$ cat src/rtl/pmc_pkg.sv
package pmc_pkg;
  localparam int REG_W     = 8;
  localparam int ADDR_W    = 2;
  localparam int NUM_MODES = 7;
  localparam int STOP_W    = 3;
  localparam int RUN_W     = 2;
  localparam int SUB_W     = 3;

  typedef logic [REG_W-1:0] reg_t;

  // mode value equals its status one-hot bit position; ENTRY is internal
  typedef enum logic [2:0] {
    M_RUN   = 3'd0,
    M_STOP  = 3'd1,
    M_VLPR  = 3'd2,
    M_VLPW  = 3'd3,
    M_VLPS  = 3'd4,
    M_LLS   = 3'd5,
    M_VLLS  = 3'd6,
    M_ENTRY = 3'd7
  } mode_e;

  localparam logic [ADDR_W-1:0] A_PROT = 2'd0;
  localparam logic [ADDR_W-1:0] A_CTRL = 2'd1;
  localparam logic [ADDR_W-1:0] A_DEEP = 2'd2;
  localparam logic [ADDR_W-1:0] A_STAT = 2'd3;

  localparam int P_VLLS_OK = 1;
  localparam int P_LLS_OK  = 3;
  localparam int P_VLP_OK  = 5;
  localparam reg_t PROT_MASK = reg_t'(8'h2A);

  localparam logic [STOP_W-1:0] SEL_STOP = 3'b000;
  localparam logic [STOP_W-1:0] SEL_VLPS = 3'b010;
  localparam logic [STOP_W-1:0] SEL_LLS  = 3'b011;
  localparam logic [STOP_W-1:0] SEL_VLLS = 3'b100;

  localparam logic [RUN_W-1:0] RUN_NORM = 2'b00;
  localparam logic [RUN_W-1:0] RUN_LOW  = 2'b10;

  localparam logic [SUB_W-1:0] SUB_RST  = 3'd3;
  localparam logic [SUB_W-1:0] SUB_MAX  = 3'd3;

  function automatic logic [NUM_MODES-1:0] mode_onehot(input mode_e m);
    return NUM_MODES'(1) << m;
  endfunction
endpackage

$ cat src/rtl/pmc_regs.sv
module pmc_regs
  import pmc_pkg::*;
(
  input  logic                 clk,
  input  logic                 rst,
  input  logic                 wr_en,
  input  logic                 rd_en,
  input  logic [ADDR_W-1:0]    addr,
  input  reg_t                 wdata,
  output reg_t                 rdata,
  input  logic                 in_run,
  input  logic                 force_run,
  input  logic                 abort_flag,
  input  logic [NUM_MODES-1:0] status,
  output reg_t                 prot_q,
  output logic                 prot_locked,
  output logic [STOP_W-1:0]    stop_sel,
  output logic [RUN_W-1:0]     run_sel,
  output logic                 wake_en,
  output logic [SUB_W-1:0]     deep_sel,
  output logic                 bod_dis
);
  logic [STOP_W-1:0] w_stop;
  logic [RUN_W-1:0]  w_run;
  logic              stop_ok;
  logic              run_ok;
  logic [7:0]        rd_byte;

  assign w_stop = wdata[2:0];
  assign w_run  = wdata[6:5];

  always_comb begin
    case (w_stop)
      SEL_STOP: stop_ok = 1'b1;
      SEL_VLPS: stop_ok = prot_q[P_VLP_OK];
      SEL_LLS:  stop_ok = prot_q[P_LLS_OK];
      SEL_VLLS: stop_ok = prot_q[P_VLLS_OK];
      default:  stop_ok = 1'b0;
    endcase
  end

  always_comb begin
    if (w_run == RUN_NORM)
      run_ok = 1'b1;
    else if (w_run == RUN_LOW)
      run_ok = prot_q[P_VLP_OK] && in_run;
    else
      run_ok = 1'b0;
  end

  always_comb begin
    case (addr)
      A_PROT:  rd_byte = prot_q[7:0];
      A_CTRL:  rd_byte = {wake_en, run_sel, 1'b0, abort_flag, stop_sel};
      A_DEEP:  rd_byte = {2'b00, bod_dis, 2'b00, deep_sel};
      default: rd_byte = {1'b0, status};
    endcase
  end

  always_ff @(posedge clk) begin
    if (rst) begin
      prot_q      <= '0;
      prot_locked <= 1'b0;
      stop_sel    <= SEL_STOP;
      run_sel     <= RUN_NORM;
      wake_en     <= 1'b0;
      deep_sel    <= SUB_RST;
      bod_dis     <= 1'b0;
      rdata       <= '0;
    end else begin
      if (wr_en && addr == A_PROT && !prot_locked) begin
        prot_q      <= wdata & PROT_MASK;
        prot_locked <= 1'b1;
        stop_sel    <= SEL_STOP;
      end
      if (wr_en && addr == A_CTRL) begin
        if (stop_ok) stop_sel <= w_stop;
        if (run_ok)  run_sel  <= w_run;
        wake_en <= wdata[7];
      end
      if (force_run) run_sel <= RUN_NORM;
      if (wr_en && addr == A_DEEP) begin
        deep_sel <= wdata[SUB_W-1:0];
        bod_dis  <= wdata[5];
      end
      if (rd_en) rdata <= reg_t'(rd_byte);
    end
  end
endmodule

$ cat src/rtl/pmc_wake.sv
module pmc_wake
  import pmc_pkg::*;
(
  input  mode_e cur,
  input  logic  from_vlp,
  input  logic  wake_en,
  input  logic  irq,
  input  logic  wake_evt,
  output logic  wake,
  output mode_e dest
);
  always_comb begin
    wake = 1'b0;
    dest = M_RUN;
    case (cur)
      M_STOP: wake = irq;
      M_VLPS: begin
        wake = irq;
        dest = (from_vlp && !wake_en) ? M_VLPR : M_RUN;
      end
      M_VLPW: begin
        wake = irq;
        dest = wake_en ? M_RUN : M_VLPR;
      end
      M_VLPR: wake = irq && wake_en;
      M_LLS, M_VLLS: wake = irq || wake_evt;
      default: begin
        wake = 1'b0;
        dest = cur;
      end
    endcase
  end
endmodule

$ cat src/rtl/pmc_fsm.sv
module pmc_fsm
  import pmc_pkg::*;
(
  input  logic                 clk,
  input  logic                 rst,
  input  logic                 stop_req,
  input  logic                 sleep_req,
  input  logic                 irq,
  input  logic                 abort_rst,
  input  logic                 wake_evt,
  input  logic                 dbg_en,
  input  logic [STOP_W-1:0]    stop_sel,
  input  logic [RUN_W-1:0]     run_sel,
  input  logic                 wake_en,
  input  logic [SUB_W-1:0]     deep_sel,
  input  logic                 bod_dis,
  output logic                 in_run,
  output logic                 force_run,
  output logic [NUM_MODES-1:0] status,
  output logic                 abort_flag,
  output logic                 bod_off
);
  mode_e state, nxt, origin, wake_dest;
  logic  wake_hit, set_abort, clr_abort, hide;

  pmc_wake u_wake (
    .cur      (state),
    .from_vlp (origin == M_VLPR),
    .wake_en  (wake_en),
    .irq      (irq),
    .wake_evt (wake_evt),
    .wake     (wake_hit),
    .dest     (wake_dest)
  );

  always_comb begin
    nxt       = state;
    set_abort = 1'b0;
    clr_abort = 1'b0;
    case (state)
      M_RUN: begin
        if (stop_req) begin
          nxt       = M_ENTRY;
          clr_abort = 1'b1;
        end else if (run_sel == RUN_LOW) begin
          nxt = M_VLPR;
        end
      end
      M_VLPR: begin
        if (wake_hit) begin
          nxt = wake_dest;
        end else if (stop_req) begin
          nxt       = M_ENTRY;
          clr_abort = 1'b1;
        end else if (sleep_req) begin
          nxt = M_VLPW;
        end else if (run_sel == RUN_NORM) begin
          nxt = M_RUN;
        end
      end
      M_ENTRY: begin
        if (irq || abort_rst) begin
          nxt       = origin;
          set_abort = 1'b1;
        end else begin
          case (stop_sel)
            SEL_STOP: nxt = (origin == M_VLPR) ? M_VLPS : M_STOP;
            SEL_VLPS: nxt = M_VLPS;
            SEL_LLS:  nxt = M_LLS;
            SEL_VLLS: nxt = (deep_sel <= SUB_MAX) ? M_VLLS : origin;
            default:  nxt = origin;
          endcase
        end
      end
      default: begin
        if (wake_hit) nxt = wake_dest;
      end
    endcase
  end

  assign force_run = (nxt == M_RUN) && (state != M_RUN);
  assign in_run    = (state == M_RUN);
  assign hide      = dbg_en && (nxt == M_STOP || nxt == M_VLPS);

  always_ff @(posedge clk) begin
    if (rst) begin
      state      <= M_RUN;
      origin     <= M_RUN;
      status     <= mode_onehot(M_RUN);
      abort_flag <= 1'b0;
      bod_off    <= 1'b0;
    end else begin
      state <= nxt;
      if (state == M_RUN || state == M_VLPR) origin <= state;
      if (nxt != M_ENTRY && !hide) status <= mode_onehot(nxt);
      if (clr_abort) abort_flag <= 1'b0;
      else if (set_abort) abort_flag <= 1'b1;
      bod_off <= (nxt == M_VLLS) && (deep_sel == '0) && bod_dis;
    end
  end
endmodule

$ cat src/rtl/pwr_mode_ctrl.sv
module pwr_mode_ctrl
  import pmc_pkg::*;
(
  input  logic                 clk,
  input  logic                 rst,
  input  logic                 reg_wr,
  input  logic                 reg_rd,
  input  logic [ADDR_W-1:0]    reg_addr,
  input  logic [REG_W-1:0]     reg_wdata,
  output logic [REG_W-1:0]     reg_rdata,
  input  logic                 stop_req,
  input  logic                 sleep_req,
  input  logic                 irq,
  input  logic                 abort_rst,
  input  logic                 wake_evt,
  input  logic                 dbg_en,
  output logic [NUM_MODES-1:0] mode_status,
  output logic                 stop_aborted,
  output logic                 bod_off
);
  reg_t              prot_q;
  logic              prot_locked;
  logic [STOP_W-1:0] stop_sel;
  logic [RUN_W-1:0]  run_sel;
  logic              wake_en, bod_dis, in_run, force_run;
  logic [SUB_W-1:0]  deep_sel;

  pmc_regs u_regs (
    .clk         (clk),
    .rst         (rst),
    .wr_en       (reg_wr),
    .rd_en       (reg_rd),
    .addr        (reg_addr),
    .wdata       (reg_wdata),
    .rdata       (reg_rdata),
    .in_run      (in_run),
    .force_run   (force_run),
    .abort_flag  (stop_aborted),
    .status      (mode_status),
    .prot_q      (prot_q),
    .prot_locked (prot_locked),
    .stop_sel    (stop_sel),
    .run_sel     (run_sel),
    .wake_en     (wake_en),
    .deep_sel    (deep_sel),
    .bod_dis     (bod_dis)
  );

  pmc_fsm u_fsm (
    .clk        (clk),
    .rst        (rst),
    .stop_req   (stop_req),
    .sleep_req  (sleep_req),
    .irq        (irq),
    .abort_rst  (abort_rst),
    .wake_evt   (wake_evt),
    .dbg_en     (dbg_en),
    .stop_sel   (stop_sel),
    .run_sel    (run_sel),
    .wake_en    (wake_en),
    .deep_sel   (deep_sel),
    .bod_dis    (bod_dis),
    .in_run     (in_run),
    .force_run  (force_run),
    .status     (mode_status),
    .abort_flag (stop_aborted),
    .bod_off    (bod_off)
  );
endmodule

$ cat config.mk
export PLATFORM = sky130hd
export DESIGN_NAME = pwr_mode_ctrl
export DESIGN_NICKNAME = d
export VERILOG_FILES = /design/src/rtl/pmc_pkg.sv /design/src/rtl/pmc_regs.sv /design/src/rtl/pmc_wake.sv /design/src/rtl/pmc_fsm.sv /design/src/rtl/pwr_mode_ctrl.sv
export SDC_FILE = /design/constraint.sdc
export NUM_CORES = 1
export LEC_CHECK = 0
export ABC_AREA = 1
export BUFFER_PORTS_ARGS = -buffer_cell sky130_fd_sc_hd__buf_2
export CORE_UTILIZATION = 55
export CTS_CLUSTER_DIAMETER = 150
export CTS_CLUSTER_SIZE = 24
export DETAILED_ROUTE_END_ITERATION = 6
export PLACE_DENSITY = 0.8
export SLEW_MARGIN = 10
export SYNTH_ARGS = -nofsm -noshare
export SYNTH_HDL_FRONTEND = slang
export SYNTH_HIERARCHICAL = 1
export SYNTH_SLANG_ARGS = --single-unit
$ cat constraint.sdc
create_clock -name clk -period 6.24 [get_ports clk]
set_input_delay 0.936 -clock clk [delete_from_list [all_inputs] [get_ports clk]]
set_output_delay 0.936 -clock clk [all_outputs]
set_load 0.05 [all_outputs]
==> flow_summary.toml <==
[worst_setup_path]
r2r-end = "u_fsm/status[5]"
worstPathArrival_ns = 2.69
r2r_cells = 17
r2r-start = "u_fsm/state[1]"
path_class = "input pin to register"
end_kind = "register"
worstPathRequired_ns = 6.42
start_kind = "input pin"
crit_path_max_fanout = 8
reg2reg_slack_ns = 3.88

[detailed_routing]
ant_nets = 0
first_iter_violations = 153
wl_um = 4957
vias = 2142
firstDrtPassIters = 4
wl_per_cell_um = 11.97
viasPerCell = 5.174
remaining_drc_errors = 0

[timing]
rsz0062_at_grt = "no"
tightest_slew_ns = 0.4653
finalSetupViolCount = 0
fin_skew_ns = 0.003469
fin_ws_ns = 3.736
hold_viol_final = 0
slew_viol_final = 0
post-route-period-util_pct = 40.12
relSlewSlack_pct = 68.95
fmax_mhz = 399.4
period_minus_slack_ns = 2.504
setup_tns_ns = 0

[power_and_ir_drop]
p_sw_w = 0.0004466
comb_power_share_pct = 46.0
intPower_w = 0.0005325
seq_power_share_pct = 32.2
power_density_nw_per_um2 = 400.4
finalPower_w = 0.0009790
vdd_drop_max_mv = 0.2039
power.share.clock_pct = 21.8
power_leakage_nw = 1.208
swShare_pct = 45.61

[layout]
fin_util_pct = 66.78
syn2layout_area_growth_pct = 16.17
nets = 385
seqCellArea_sq_um = 740.7
n_antenna_cell = 0
fillers = 332
multiInputGateArea_sq_um = 1157
drive_above_1_share_pct = 22.40
final_cells = 414

[grt]
grt_pass1_wl_um = 8266
grt_usage_pct = 26.30
grt_max_degree = 18
first_global_vias = 1860
grt_overflow_total = 0
antenna_found_initial = 0

[clocking]
clock_latency_ns = 0.29
cts_tree = "yes"
clock_path_buffers = 2
hold_buffers = 0
cts.sinks = 37
cts-buffers-inserted = 5
path_clk_slew_ns = 0.07
postCtsSetupBuffers = 0
cts-root-buf = "clkbuf_8"
cts.repair.resized = 0
htreeDepth = 2

[floorplanning]
start_util_pct = 57.48
dieWidth_um = 63.86
dieArea_sq_um = 4077
die_y_um = 63.86
ioPinCount = 37
core_sq_um = 3661
rows = 22

[synth]
avgSynthCellArea_sq_um = 6.456
synth_warnings = 6
synth_nets = 346
synth_area_sq_um = 2105
netlist_instances = 326

[placed_design]
dp.cells = 406
pre_cts_ws_ns = 3.468
place_congestion = 0.8624
dp_hpwl_um = 3779
io_buffers = 35

[min_path]
hold_start = "u_regs/prot_q[1]"
whs_endpoint = "u_regs/prot_q[1]"
min_path_type = "register to register"
hold_path_depth = 2

[status]
status = "finished clean"

[flow_run]
max_cap_violations = 0
[how the worst max path moves through the flow]
stage | start | to | slack, ns
after floorplan | wake_evt | u_fsm/status[1] | 3.78
after global placement | wake_evt | u_fsm/status[5] | 3.51
after detailed placement | wake_evt | u_fsm/status[5] | 3.47
after CTS | wake_evt | u_fsm/status[5] | 3.76
after global routing | wake_evt | u_regs/run_sel[1] | 3.56
final | wake_evt | u_fsm/status[5] | 3.74
[layout make-up]
type | instances | share of cell area (%)
clock inverters | 1 | 1.228
inverters | 52 | 7.984
clock buffers | 7 | 3.531
flip-flops and latches | 37 | 30.30
repair buffers | 35 | 7.165
multi-input cells | 234 | 47.34
well taps | 48 | 2.457
[cells in the final DEF (no fill, tap or decap), types with 2 or more instances in the layout]
| cell type | instances |
|---|---|
| nand2_1 | 99 |
| inv_1 | 46 |
| dfxtp_1 | 37 |
| buf_2 | 35 |
| nor2_1 | 33 |
| nand3_1 | 22 |
| o21ai_0 | 13 |
| a21oi_1 | 13 |
| nand2_2 | 9 |
| nand3_2 | 8 |
| clkbuf_8 | 6 |
| inv_2 | 6 |
| a21oi_2 | 6 |
| nand4_1 | 5 |
| nor2_2 | 4 |
| o21ai_1 | 4 |
| o211ai_1 | 4 |
| nor2_4 | 3 |
| nor3_1 | 2 |
| a31oi_1 | 2 |
[flip-flops by register name, summed over array words and instances, names as in the netlist]
signal and count:
u_regs/run_sel 2, u_fsm/origin 3, u_regs/rdata 8, u_regs/wake_en 1, u_fsm/status 7, u_regs/deep_sel 3, u_fsm/bod_off 1, u_fsm/abort_flag 1
u_regs/stop_sel 3, u_regs/bod_dis 1, u_regs/prot_locked 1, u_fsm/state 3, u_regs/prot_q 3
[metrics by stage]
stage               cell area (sq um)  hold WS (ns)
floorplan                        2105        0.4364
global placement                 2328        0.4550
detailed placement               2328        0.4633
CTS                              2445        0.4784
global route                     2445        0.4905
finish                           2445        0.4746
[critical path, cell delays in order]
cell	delay [ns]
buf_2	0.07
nand2_1	0.04
inv_1	0.08
nand3_2	0.07
a21oi_2	0.33
inv_2	0.11
o21ai_2	0.09
nand3_1	0.09
nand2_1	0.06
inv_1	0.06
nor2_4	0.14
nand2_2	0.09
nand2_1	0.10
nand2_1	0.07
nand3_2	0.10
nand2_4	0.09
nand3_1	0.08
o21ai_1	0.06
[routing by layer]
layer / track usage [%] / share of wire (%) / vias up
met1: 33.00 / 46 / 975
met2: 44.41 / 49 / 43
met3: 4.821 / 2.8 / 14
met5: 0 / 0 / -
met4: 9.943 / 2.1 / 0
li1: - / - / 1110
[power by group through the flow]
stage,logic [W],clock network (W),registers [W]
floorplan,0.000298,0,0.000372
global placement,0.000439,0,0.000319
detailed placement,0.000446,0,0.000319
CTS,0.000447,0.000216,0.000314
global route,0.000501,0.000228,0.000321
finish,0.000450,0.000214,0.000315
Power figures use the tool's default switching activity.
